--- src/rtl/uhl_pkg.sv ---
package uhl_pkg;
  localparam int ERR_BITS  = 32;
  localparam int PTR_BITS  = $clog2(ERR_BITS);
  localparam int HDR_BYTES = 16;
  localparam int WORD_BITS = 32;
  localparam int BYTES_PER_WORD = WORD_BITS / 8;
  localparam int NUM_WORDS = HDR_BYTES / BYTES_PER_WORD;

  typedef struct packed {
    logic                capture;  // load header words
    logic                fullHdr;  // last word also written
    logic                ptrLoad;  // load pointer
    logic [PTR_BITS-1:0] ptrIdx;   // value to load
    logic                rearm;    // log released this cycle
  } ctrl_stb_t;

  function automatic logic [PTR_BITS-1:0] lowestSet(input logic [ERR_BITS-1:0] v);
    logic [PTR_BITS-1:0] idx;
    idx = '0;
    for (int i = ERR_BITS - 1; i >= 0; i--) begin
      if (v[i]) idx = PTR_BITS'(i);
    end
    return idx;
  endfunction
endpackage

--- src/rtl/uhl_ctrl.sv ---
module uhl_ctrl
  import uhl_pkg::*;
(
  input  logic                clk,
  input  logic                coldRstN,
  input  logic                warmRstN,
  input  logic [ERR_BITS-1:0] errSet,
  input  logic [ERR_BITS-1:0] errFatalMask,
  input  logic                errSaveHdr,
  input  logic                hdr16,
  input  logic                clrValid,
  input  logic [ERR_BITS-1:0] clrMask,
  output logic [ERR_BITS-1:0] errStatus,
  output logic                logLocked,
  output ctrl_stb_t           stb
);
  logic clrPend;   // non-sticky: a clear happened last cycle
  logic ptrValid;
  logic ptrFatal;
  logic rearmNow, effLocked, effValid;
  logic [ERR_BITS-1:0] newErr, fatalNew, clrEff;

  always_comb begin
    rearmNow  = clrPend && (errStatus == '0);
    effLocked = logLocked && !rearmNow;
    effValid  = ptrValid && !rearmNow;
    newErr    = warmRstN ? errSet : '0;
    fatalNew  = newErr & errFatalMask;
    clrEff    = (warmRstN && clrValid) ? clrMask : '0;
    stb         = '0;
    stb.rearm   = warmRstN && rearmNow;
    stb.fullHdr = hdr16;
    if (newErr != '0) begin
      if (!effValid) begin
        stb.ptrLoad = 1'b1;
        stb.ptrIdx  = lowestSet(newErr);
      end else if (!ptrFatal && fatalNew != '0) begin
        stb.ptrLoad = 1'b1;
        stb.ptrIdx  = lowestSet(fatalNew);
      end
    end
    stb.capture = errSaveHdr && (newErr != '0) && !effLocked;
  end

  always_ff @(posedge clk) begin
    if (!coldRstN) begin
      errStatus <= '0;
      logLocked <= 1'b0;
      ptrValid  <= 1'b0;
      ptrFatal  <= 1'b0;
      clrPend   <= 1'b0;
    end else if (!warmRstN) begin
      clrPend <= 1'b0;
    end else begin
      errStatus <= (errStatus & ~clrEff) | newErr;
      clrPend   <= clrValid;
      if (stb.capture)    logLocked <= 1'b1;
      else if (stb.rearm) logLocked <= 1'b0;
      if (stb.ptrLoad) begin
        ptrValid <= 1'b1;
        ptrFatal <= errFatalMask[stb.ptrIdx];
      end else if (stb.rearm) begin
        ptrValid <= 1'b0;
      end
    end
  end
endmodule

--- src/rtl/uhl_datapath.sv ---
module uhl_datapath
  import uhl_pkg::*;
(
  input  logic                                clk,
  input  logic                                coldRstN,
  input  ctrl_stb_t                           stb,
  input  logic [HDR_BYTES*8-1:0]              hdrIn,
  output logic [NUM_WORDS-1:0][WORD_BITS-1:0] hdrWords,
  output logic [PTR_BITS-1:0]                 firstErrPtr
);
  for (genvar w = 0; w < NUM_WORDS; w++) begin : g_word
    logic [WORD_BITS-1:0] packed_w;
    logic                 wrEn;
    always_comb begin
      for (int j = 0; j < BYTES_PER_WORD; j++)
        packed_w[WORD_BITS-1-8*j -: 8] = hdrIn[8*(BYTES_PER_WORD*w+j) +: 8];
      wrEn = stb.capture && ((w < NUM_WORDS - 1) || stb.fullHdr);
    end
    always_ff @(posedge clk) begin
      if (!coldRstN)  hdrWords[w] <= '0;
      else if (wrEn)  hdrWords[w] <= packed_w;
    end
  end

  always_ff @(posedge clk) begin
    if (!coldRstN)        firstErrPtr <= '0;
    else if (stb.ptrLoad) firstErrPtr <= stb.ptrIdx;
  end
endmodule

--- src/rtl/uncorr_hdr_logger.sv ---
module uncorr_hdr_logger
  import uhl_pkg::*;
(
  input  logic                   clk,
  input  logic                   coldRstN,
  input  logic                   warmRstN,
  input  logic [ERR_BITS-1:0]    errSet,
  input  logic [ERR_BITS-1:0]    errFatalMask,
  input  logic                   errSaveHdr,
  input  logic                   hdr16,
  input  logic [HDR_BYTES*8-1:0] hdrIn,
  input  logic                   clrValid,
  input  logic [ERR_BITS-1:0]    clrMask,
  output logic [ERR_BITS-1:0]    errStatus,
  output logic [PTR_BITS-1:0]    firstErrPtr,
  output logic [WORD_BITS-1:0]   hdrLog0,
  output logic [WORD_BITS-1:0]   hdrLog1,
  output logic [WORD_BITS-1:0]   hdrLog2,
  output logic [WORD_BITS-1:0]   hdrLog3
);
  ctrl_stb_t ctrlStb;
  logic      logLocked;
  logic [NUM_WORDS-1:0][WORD_BITS-1:0] hdrWords;

  uhl_ctrl u_ctrl (
    .clk(clk), .coldRstN(coldRstN), .warmRstN(warmRstN),
    .errSet(errSet), .errFatalMask(errFatalMask), .errSaveHdr(errSaveHdr),
    .hdr16(hdr16), .clrValid(clrValid), .clrMask(clrMask),
    .errStatus(errStatus), .logLocked(logLocked), .stb(ctrlStb)
  );

  uhl_datapath u_dp (
    .clk(clk), .coldRstN(coldRstN), .stb(ctrlStb), .hdrIn(hdrIn),
    .hdrWords(hdrWords), .firstErrPtr(firstErrPtr)
  );

  assign hdrLog0 = hdrWords[0];
  assign hdrLog1 = hdrWords[1];
  assign hdrLog2 = hdrWords[2];
  assign hdrLog3 = hdrWords[3];
endmodule

--- config.mk ---
export PLATFORM = sky130hd
export DESIGN_NAME = uncorr_hdr_logger
export DESIGN_NICKNAME = d
export VERILOG_FILES = /design/src/rtl/uhl_pkg.sv /design/src/rtl/uhl_ctrl.sv /design/src/rtl/uhl_datapath.sv /design/src/rtl/uncorr_hdr_logger.sv
export SDC_FILE = /design/constraint.sdc
export NUM_CORES = 1
export LEC_CHECK = 0
export BUFFER_PORTS_ARGS = -buffer_cell sky130_fd_sc_hd__buf_4
export CORE_AREA = 2 2 153 155
export DETAILED_ROUTE_END_ITERATION = 12
export DIE_AREA = 0 0 155 157
export GPL_TIMING_DRIVEN = 0
export PLACE_DENSITY = 0.65
export SLEW_MARGIN = 20
export SYNTH_ARGS = -nofsm -noshare
export SYNTH_HDL_FRONTEND = slang
export SYNTH_HIERARCHICAL = 1
export SYNTH_SLANG_ARGS = --single-unit
--- constraint.sdc ---
create_clock -name clk -period 3.1 [get_ports clk]
set_input_delay 0.31 -clock clk [delete_from_list [all_inputs] [get_ports clk]]
set_output_delay 0.31 -clock clk [all_outputs]
set_load 0.01 [all_outputs]
==> results.md, run 1 <==
- RePlAce Congestion: 0.916
- Crit path kind: flip-flop to flip-flop
- DRC viols: 0
- Hold Slack: 0.115 ns
- Post-Syn Area: 8180 sq um
- Met3 wire len: 2580 microns
- Largest net degree at the start of global routing: 20
- Worst hold path type: primary input to flip-flop
- Antenna-violating nets left: 0
- Synth Warn #: 6
- Syn Nets: 1096
- Cts hold-fix bufs: 0
- Vias per inst: 5.18
- Die Height: 157 microns
- Total number of vias: 8167
- Cell count of the worst hold path: 2
- Worst r2r path cells: 13
- P_leak: 5.39 nW
- Site Rows: 55
- Met2 WL: 15100 microns
- Setup ws final: 0.150 ns
- Status: complete, no violations
- Final Hold Vio Count: 0
- Clock Root Buffer: clkbuf_16
- Routed len/inst: 19.1 microns
- Chip width: 155 microns
- Skew final: 0.00978 ns
- Worst vdd ir: 280 uV
- CTS tree: done
- Drt pass-1 iters: 5
- Number of buffers created by CTS: 17
- Layout Nets: 1507
- Pins Over Slew Limit: 0
- Post-Place Cell Area: 11400 sq um
- Slew HR: 0.396
- Startpoint types: flip-flop
- Reg clk slew, reported paths: 0.08 ns
- Syn avg cell area: 9.45 sq um
- Cells after Synth: 866
- Top routing layer used: met4
- Detail Placement HPWL: 23500 microns
- WP data arrival: 3.27 ns
- Die Footprint: 24300 sq um
- Maximum root-to-sink buffer count: 2
- Global-route wire length before repair: 44700 microns
- GRT Util Overall: 0.238
- Max Cap Viol: 0
- P&R area growth vs syn: 49.7%
- Fin util: 0.544
- Total gr overflow: 0
- Layout cell share with drive strength beyond 1: 0.380
- PwrDens: 497 nW/um^2
- Crit path capture type: flip-flop
- Slew @ Worst Pin: 0.896 ns
- Total Routed Length: 30200 microns
- Max Freq: 339 MHz
- Port bufs: 387
- Final setup vio count: 0
- Worst-Skew Late Latency: 0.43 ns
- Vias in the first global route: 7919
- CTS H-tree depth: 4
- Final Instance Area: 12200 sq um
- CTS Sinks: 169
- Drt first-iter violations: 603
- I/O Pins: 395
- Total power draw: 0.00608 W
- Max FO, Critical Path: 8
- CP required: 3.42 ns
- Initial antenna violation count: 2
- Starting Density: 0.364
- Place WS: -0.302 ns
- Post-Route M1 WL: 11900 microns
- Core area: 22500 sq um
- Crit path time final: 2.95 ns
- Final Cycle Share: 0.952
stage by stage:
step           TNS [ns]  cells
2_1_floorplan         0    866
3_3_place_gp     -13.38   1538
3_5_place_dp     -12.10   1538
4_1_cts               0   1571
5_1_grt        -0.00843   1577
6_report              0   1577
cells in the final DEF, fill, tap and decap left out, types with 10 or more instances in the layout:
cell,count
buf_4,396
dfxtp_1,167
nor2b_1,139
mux2i_1,123
nand2_1,86
a22oi_1,50
o21ai_0,46
nand4_1,39
clkbuf_1,23
buf_2,22
clkbuf_16,17
nor2_1,16
a21oi_1,13
nand3_1,13
buf_12,10
critical path: stages, from the launching register on:
cell	delay (ns)
dfxtp_2	0.35
nor4_4	0.33
nand4_1	0.17
nor3_2	0.26
nand2b_1	0.14
buf_4	0.15
o21ai_0	0.11
o21ai_1	0.12
buf_6	0.18
mux2i_2	0.23
mux2i_1	0.09
mux2_4	0.31
a2111oi_4	0.31
a211oi_1	0.07
layer usage:
metal / GRT usage / vias up
li1: - / 3948
met2: 0.421 / 398
met3: 0.0628 / 39
met4: 0.0732 / 0
met1: 0.281 / 3782
met5: 0 / -
layout make-up:
cell class,count,area [sq um]
flip-flops and latches,169,3390
well taps,285,357
clock inverters,15,226
multi-input cells,623,4370
clock buffers,17,425
fillers,2146,10300
diodes,2,5.00
repair buffers,392,2960
inverters,8,30.0
plain buffers,66,493
flip-flops by register name, summed over array words and instances (netlist names):
signal and count:
u_ctrl/clrPend 1, u_ctrl/errStatus 32, u_ctrl/logLocked 1, u_ctrl/ptrFatal 1, u_ctrl/ptrValid 1, u_dp/firstErrPtr 5
u_dp/hdrWords 128
path summary, 6_finish.rpt:
kind,from,to,slack (ns)
worst max-delay path,u_ctrl/errStatus[10],u_ctrl/ptrFatal,0.15
worst max register to register,u_ctrl/errStatus[10],u_ctrl/ptrFatal,0.15
worst min register to register,u_dp/hdrWords[127],u_dp/hdrWords[127],0.46
worst min-delay path,clrValid,u_ctrl/clrPend,0.11
timing repair:
| action | CTS | global route |
|---|---|---|
| gates cloned | 0 | 0 |
| endpoints found under the setup margin | 1 | 1 |
| gates resized for setup | 5 | 15 |
| buffers inserted | 1 | 4 |
| pin swaps | 2 | 5 |
report_power, final:
part | internal, W | switching, W | leakage (nW) | total (W)
clock | 0.00126 | 0.00109 | 0.317 | 0.00235
sequential | 0.00231 | 0.0000884 | 1.39 | 0.00239
combinational | 0.000706 | 0.000630 | 3.68 | 0.00134
(Power assumes the default switching activity.)
==> run 2, diff against run 1 <==
--- a/config.mk
+++ b/config.mk
@@ -6,13 +6,12 @@
 export NUM_CORES = 1
 export LEC_CHECK = 0
 export BUFFER_PORTS_ARGS = -buffer_cell sky130_fd_sc_hd__buf_4
-export CORE_AREA = 2 2 153 155
+export CORE_AREA = 2 2 154 156
 export DETAILED_ROUTE_END_ITERATION = 12
-export DIE_AREA = 0 0 155 157
+export DIE_AREA = 0 0 156 158
 export GPL_TIMING_DRIVEN = 0
-export PLACE_DENSITY = 0.65
+export PLACE_DENSITY = 0.63
 export SLEW_MARGIN = 20
 export SYNTH_ARGS = -nofsm -noshare
 export SYNTH_HDL_FRONTEND = slang
-export SYNTH_HIERARCHICAL = 1
 export SYNTH_SLANG_ARGS = --single-unit
==> results.md, run 2 <==
- Unrepaired setup endpoints after global routing: true
- Startpoint types: flip-flop
- Most common cell after layout, fill and taps aside: buf_4
- Vias in the first global route: 8433 (+6.5%)
- Slew HR: 0.363 (-0.0329)
- Top-count cell post-synth: nand2_1
- Clock Root Buffer: clkbuf_16
- Max Freq: 320 MHz (-5.7%)
- Synth top cells by count: nand2_1 (330), dfxtp_1 (169), a21boi_0 (135)
- Cts hold-fix bufs: 0 (unchanged)
- CTS tree: done
- P&R area growth vs syn: 52.8%
- Chip width: 156 microns (+0.65%)
- Largest regs: u_dp.hdrWords: 128 flops, u_ctrl.errStatus: 32 flops, u_dp.firstErrPtr: 5 flops
- Post-Syn Area: 7910 sq um (-3.4%)
- CP required: 3.40 ns (-0.02 ns)
- I/O Pins: 395 (unchanged)
- Antenna-violating nets left: 0 (unchanged)
- Worst vdd ir: 327 uV (+17%)
- Cells after Synth: 981 (+13%)
- Hold Path Sink: u_dp.hdrWords[38]
- Max Cap Viol: 0 (unchanged)
- Post-synth top area share: 0.428
- P_leak: 5.27 nW (-2.2%)
- Layout cell share with drive strength beyond 1: 0.353 (-0.0270)
- Diodes inserted: 0 (-2)
- Largest Register: u_dp.hdrWords
- Global-route wire length before repair: 47400 microns (+6.0%)
- Synth Warn #: 0 (-6)
- FFs w/ async S/R, synth: 0
- Pins Over Slew Limit: 0 (unchanged)
- Core area: 23100 sq um (+2.4%)
- Drt pass-1 iters: 5 (unchanged)
- GRT Max-Usage Layer: met2
- Reg clk slew, reported paths: 0.08 ns (about the same)
- Starting Density: 0.343 (-0.0206)
- R2R Path Start: u_ctrl.errStatus[1]
- Skew final: 0.0162 ns (+0.00642 ns)
- Total power draw: 0.00580 W (-4.7%)
- Worst r2r path cells: 13 (unchanged)
- Worst-Skew Late Latency: 0.42 ns (about the same)
- Drt first-iter violations: 440 (-27%)
- Port bufs: 390 (+0.78%)
- Site Rows: 56 (+1.8%)
- GRT met1 Usage: 0.293 (+0.0119)
- Max FO, Critical Path: 5 (-3)
- Commonest cells after routing, fill and taps aside: buf_4 (407), nand2_1 (330), dfxtp_1 (166)
- Post-synthesis cell type count: 70
- Crit path capture type: flip-flop
- Max reg flops: 128 (unchanged)
- Total gr overflow: 0 (unchanged)
- Met3 usage: 0.0736 (+0.0109)
- Final setup vio count: 1 (+1)
- Placed cell count: 1661 (+8.0%)
- Final Hold Vio Count: 0 (unchanged)
- Worst hold path type: primary input to flip-flop
- Cell count of the worst hold path: 3 (+1)
- CTS Sinks: 169 (unchanged)
- RePlAce Congestion: 0.892 (-2.6%)
- FILL cells: 2335 (+8.8%)
- Detail Placement HPWL: 24800 microns (+5.7%)
- PwrDens: 480 nW/um^2 (-3.4%)
- Initial antenna violation count: 0 (-2)
- DRC viols: 0 (unchanged)
- Total Routed Length: 31700 microns (+4.9%)
- Crit path time final: 3.13 ns (+0.179 ns)
- Violated checks: setup timing
- Seq/Total Area, Yosys: 0.428
- Syn Nets: 1211 (+10%)
- EDFF count, synth: 0
- Layout Nets: 1637 (+8.6%)
- Vias per inst: 5.11 (-1.3%)
- Status: finished, violations left
- FF-to-FF setup slack: -0.03 ns (-0.18 ns)
- GRT Util Overall: 0.249 (+0.0109)
- Number of buffers created by CTS: 17 (unchanged)
- Post-synth top area cell: dfxtp_1
- Routed len/inst: 18.5 microns (-3.3%)
- Setup ws final: -0.0292 ns (-0.179 ns)
- Slew @ Worst Pin: 0.931 ns (+0.0351 ns)
- Largest net degree at the start of global routing: 18 (-10%)
- WP data arrival: 3.43 ns (+0.16 ns)
- Final Cycle Share: 1.01 (+0.0577)
- Die Footprint: 24600 sq um (+1.3%)
- Crit path kind: flip-flop to flip-flop
- CTS H-tree depth: 4 (unchanged)
- Die Height: 158 microns (+0.64%)
- Maximum root-to-sink buffer count: 2 (unchanged)
- Total number of vias: 8738 (+7.0%)
- Largest cells by area after synthesis: dfxtp_1 (43%), nand2_1 (16%), a21boi_0 (13%)
- Met2 GRT Util: 0.432 (+0.0104)
- Main flop type after synthesis: dfxtp_1
- FF-to-FF End: u_ctrl.ptrFatal
- Yosys reg bits: 169
- Non-Filler Instances: 1710 (+8.4%)
- Hold Startpoint: hdrIn[62]
- Syn avg cell area: 8.06 sq um (-15%)
==> run 2: cell types whose count changed in the layout (fill, tap and decap cells not counted), moves of 10 or more <==
cell	before	now
clkbuf_1	23	40
buf_4	396	407
clkbuf_2	0	15
a22oi_1	50	34
a22o_1	6	18
o21ai_0	46	22
buf_12	10	0
nand2_1	86	330
mux2i_1	123	4
nand4_1	39	3
a21boi_0	1	135
nor2b_1	139	35
buf_2	22	4
==> run 2: what timing repair did <==
item	4_1_cts	5_1_grt
pin swaps	4	12
gates resized for setup	19	32
endpoints found under the hold margin	0	0
setup endpoints to repair	130	63
buffers inserted	6	12
==> run 2: worst max-delay path by stage <==
| stage | endpoint | from | depth (start not counted) | slack (ns) |
|---|---|---|---|---|
| 3_5_place_dp | u_dp.hdrWords[70] | u_ctrl.errStatus[31] | 9 | -0.96 |
| 2_1_floorplan | u_ctrl.ptrFatal | warmRstN | 12 | 0.25 |
| 3_3_place_gp | u_dp.hdrWords[62] | u_ctrl.errStatus[31] | 9 | -0.95 |
| 5_1_grt | u_ctrl.ptrFatal | u_ctrl.errStatus[27] | 13 | -0.17 |
| 4_1_cts | u_dp.hdrWords[70] | errSet[15] | 11 | 0.006 |
| 6_report | u_ctrl.ptrFatal | u_ctrl.errStatus[1] | 13 | -0.03 |
==> run 2: cell families (layout without fill, tap and decap cells) <==
family	count (synthesis)	count (layout)	synth area share
simple gates	444	444	0.243
flops	169	169	0.428
buf+inv	73	512	0.0377
mux	9	9	0.0122
compound gates	286	286	0.279
==> run 2: report_power, final <==
group	internal, W	switching [W]
logic	0.000624	0.000645
registers	0.00230	0.0000869
clock network	0.00115	0.000990
total	0.00407	0.00172
==> run 2: metrics by stage <==
| step | hold WS (ns) | setup WS, ns | TNS, ns | util | instance area [sq um] |
|---|---|---|---|---|---|
| after floorplan | 0.455 | 0.247 | 0 | - | 7910 |
| after global placement | 0.450 | -0.945 | -93.00 | 0.486 | 11200 |
| after detailed placement | 0.457 | -0.960 | -94.21 | 0.486 | 11200 |
| after CTS | 0.121 | 0.00606 | 0 | 0.517 | 11900 |
| after global routing | 0.118 | -0.172 | -0.172 | 0.524 | 12100 |
| final | 0.136 | -0.0292 | -0.0292 | 0.524 | 12100 |
==> run 2: metal layers <==
metal,vias to the layer above,wire length [microns]
met3,49,2920
met2,375,15600
met1,4033,12200
li1,4281,-
met4,0,848
met5,-,0
==> run 2: worst max-delay path, cell delays in order, from the launching register on <==
cell and delay, ns:
dfxtp_1 0.34, nor4_2 0.38, nand4_1 0.16, buf_6 0.17
o41ai_4 0.48, or4b_4 0.24, nor3_4 0.04, nor2_2 0.18
buf_6 0.15, buf_6 0.13, mux2i_1 0.19, mux2i_1 0.13
o311ai_2 0.35, o31ai_2 0.08
==> run 2: layout make-up <==
| type | count | area (sq um) | share of cell area |
|---|---|---|---|
| Buffer | 62 | 275 | 0.0228 |
| Clock buffer | 18 | 429 | 0.0355 |
| Clock inverter | 14 | 158 | 0.0131 |
| Inverter | 10 | 37.5 | 0.00311 |
| Multi-Input combinational cell | 739 | 4360 | 0.361 |
| Sequential cell | 169 | 3390 | 0.280 |
| Tap cell | 290 | 363 | 0.0300 |
| Timing Repair Buffer | 408 | 3070 | 0.254 |
==> run 3, diff against run 2 <==
--- a/config.mk
+++ b/config.mk
@@ -5,13 +5,16 @@
 export SDC_FILE = /design/constraint.sdc
 export NUM_CORES = 1
 export LEC_CHECK = 0
-export BUFFER_PORTS_ARGS = -buffer_cell sky130_fd_sc_hd__buf_4
-export CORE_AREA = 2 2 154 156
+export CELL_PAD_IN_SITES_DETAIL_PLACEMENT = 1
+export CELL_PAD_IN_SITES_GLOBAL_PLACEMENT = 1
+export CORE_AREA = 2 2 153 155
 export DETAILED_ROUTE_END_ITERATION = 12
-export DIE_AREA = 0 0 156 158
+export DIE_AREA = 0 0 155 157
+export DONT_BUFFER_PORTS = 1
 export GPL_TIMING_DRIVEN = 0
-export PLACE_DENSITY = 0.63
+export PLACE_DENSITY = 0.65
 export SLEW_MARGIN = 20
 export SYNTH_ARGS = -nofsm -noshare
 export SYNTH_HDL_FRONTEND = slang
+export SYNTH_HIERARCHICAL = 1
 export SYNTH_SLANG_ARGS = --single-unit
==> results.md, run 3 (synthesis gave the netlist of run 1 again) <==
- Status: complete, no violations
- Die Footprint: 24300 sq um (-1.3%)
- Clock Root Buffer: clkbuf_16
- Drt pass-1 iters: 5 (unchanged)
- P_leak: 3.49 nW (-34%)
- Final Hold Vio Count: 0 (unchanged)
- Worst vdd ir: 318 uV (-2.6%)
- Max incr delay on CP: 0.37 ns (-0.11 ns)
- Detail Placement HPWL: 22700 microns (-8.6%)
- Layout cell share with drive strength beyond 1: 0.130 (-0.222)
- Max Cap Viol: 0 (unchanged)
- Vias per inst: 5.72 (+12%)
- Fin util: 0.418 (-0.106)
- Initial antenna violation count: 1 (+1)
- Met3 wire len: 2770 microns (-5.2%)
- Unrepaired setup endpoints after global routing: true
- Max Freq: 330 MHz (+3.3%)
- Total gr overflow: 0 (unchanged)
- Chip width: 155 microns (-0.64%)
- Worst-Skew Late Latency: 0.43 ns (about the same)
- Maximum root-to-sink buffer count: 2 (unchanged)
- Crit path capture type: flip-flop
- Largest Register: u_dp/hdrWords
- RePlAce Congestion: 0.827 (-7.3%)
- Max FO, Critical Path: 6 (+1)
- Final Instance Area: 9410 sq um (-22%)
- Starting Density: 0.364 (+0.0206)
- Port bufs: 0 (-100%)
- CTS H-tree depth: 4 (unchanged)
- Commonest cells after routing, fill and taps aside: dfxtp_1 (163), nor2b_1 (138), mux2i_1 (124)
- Met2 WL: 14700 microns (-6.1%)
- DRC viols: 0 (unchanged)
- CP delay by family, top: simple AND/OR/NAND/NOR gates
- PwrDens: 577 nW/um^2 (+20%)
- Post-Place Cell Area: 8540 sq um (-24%)
- CP required: 3.40 ns (about the same)
- Slew @ Worst Pin: 0.794 ns (-0.137 ns)
- Drt first-iter violations: 370 (-16%)
- P&R area growth vs syn: 15.0%
- Post-Route M1 WL: 10900 microns (-11%)
- Crit path kind: flip-flop to flip-flop
- Max reg flops: 128 (unchanged)
- Die Height: 157 microns (-0.63%)
- Final Cycle Share: 0.977 (-0.0321)
- Core area: 22500 sq um (-2.4%)
- Total power draw: 0.00543 W (-6.4%)
- Antenna-violating nets left: 0 (unchanged)
- Setup ws final: 0.0704 ns (+0.0997 ns)
- Diodes inserted: 0 (unchanged)
- CTS tree: done
- Crit path time final: 3.03 ns (-0.0997 ns)
- Fin Setup TNS: 0 ns (+0.0292 ns)
- Final setup vio count: 0 (-1)
- Site Rows: 55 (-1.8%)
- Pins Over Slew Limit: 0 (unchanged)
- Crit path buffers/inverters: 4 (+1)
- FF-to-FF setup slack: 0.07 ns (+0.10 ns)
- Global-route wire length before repair: 42000 microns (-11%)
- Skew final: 0.0177 ns (+0.00154 ns)
- Startpoint types: flip-flop
- Most common cell after layout, fill and taps aside: dfxtp_1
- Routed len/inst: 24.3 microns (+31%)
- Reg clk slew, reported paths: 0.07 ns (about the same)
- Largest regs: u_dp/hdrWords: 128 flops, u_ctrl/errStatus: 32 flops, u_dp/firstErrPtr: 5 flops
- GRT Util Overall: 0.226 (-0.0229)
- Total number of vias: 6844 (-22%)
- CTS Sinks: 169 (unchanged)
- I/O Pins: 395 (unchanged)
- Total Routed Length: 29100 microns (-8.2%)
- Slew HR: 0.464 (+0.101)
- Top routing layer used: met5
- Place WS: -0.493 ns (+0.467 ns)
- Slowest cell on the critical path: dfxtp_4
- Number of buffers created by CTS: 17 (unchanged)
- Vias in the first global route: 6896 (-18%)
- Worst hold path type: primary input to flip-flop
- Largest net degree at the start of global routing: 19 (+1)
- Layout Nets: 1130 (-31%)
- Cell Chain, Critical Path: nor4_4 > nand4_1 > nor3_4 > nand2b_4 > buf_6 > o21ai_2 > o21ai_2 > buf_6 > buf_12 > buf_4 > mux2i_1 > a2111oi_4 > a2111oi_4 > a211oi_1
- WP data arrival: 3.33 ns (-0.10 ns)
==> run 3: changes by cell type in the layout (fill, tap and decap cells not counted), moves of 10 or more <==
cell,previous run,this run
buf_4,407,16
o21ai_0,22,45
mux2i_1,4,124
nor2b_1,35,138
buf_2,4,22
a22o_1,18,6
a22oi_1,34,50
buf_12,0,10
nand2_1,330,86
nand4_1,3,39
clkbuf_1,40,23
clkbuf_2,15,0
a21boi_0,135,1
==> run 3: what timing repair did <==
| action | CTS | global route |
|---|---|---|
| pin swaps | 3 | 6 |
| buffers inserted | 7 | 7 |
| gates resized for setup | 14 | 24 |
| endpoints found under the setup margin | 1 | 1 |
| hold buffers | 0 | 1 |
| endpoints found under the hold margin | 0 | 1 |
==> run 3: path summary, 6_finish.rpt <==
check | startpoint | to | cells after the start
max | u_ctrl/errStatus[10] | u_ctrl/ptrFatal | 14
min | coldRstN | u_ctrl/errStatus[13] | 1
max reg2reg | u_ctrl/errStatus[10] | u_ctrl/ptrFatal | 14
min reg2reg | u_ctrl/logLocked | u_ctrl/logLocked | 2
==> run 3: worst reg2reg max path, stage by stage (launching register included) <==
cell	delay, ns
dfxtp_4	0.37
nor4_4	0.33
nand4_1	0.21
nor3_4	0.31
nand2b_4	0.19
buf_6	0.11
o21ai_2	0.07
o21ai_2	0.08
buf_6	0.16
buf_12	0.14
buf_4	0.11
mux2i_1	0.29
a2111oi_4	0.12
a2111oi_4	0.36
a211oi_1	0.08
==> run 3: routing by layer <==
metal	track usage	vias up
li1	-	3184
met1	0.242	3303
met2	0.404	319
met3	0.0878	36
met4	0.0802	2
met5	0	-
==> run 3: area by class of cell <==
cell class / count / area, sq um
plain buffers: 66 / 502
clock buffers: 17 / 425
clock inverters: 14 / 148
fillers: 2580 / 13100
inverters: 8 / 30.0
multi-input cells: 623 / 4430
flip-flops and latches: 169 / 3390
well taps: 285 / 357
repair buffers: 15 / 123
==> run 3: per-stage QoR <==
stage	hold WS, ns	cells
6_report	0.0151	1197
3_3_place_gp	0.445	1151
2_1_floorplan	0.438	866
5_1_grt	0.0211	1197
3_5_place_dp	0.450	1151
4_1_cts	0.000840	1189
==> run 3: report_power, final <==
group	switching [W]	internal, W	total [W]
clock network	0.00102	0.00108	0.00210
registers	0.000188	0.00231	0.00250
logic	0.000423	0.000409	0.000832
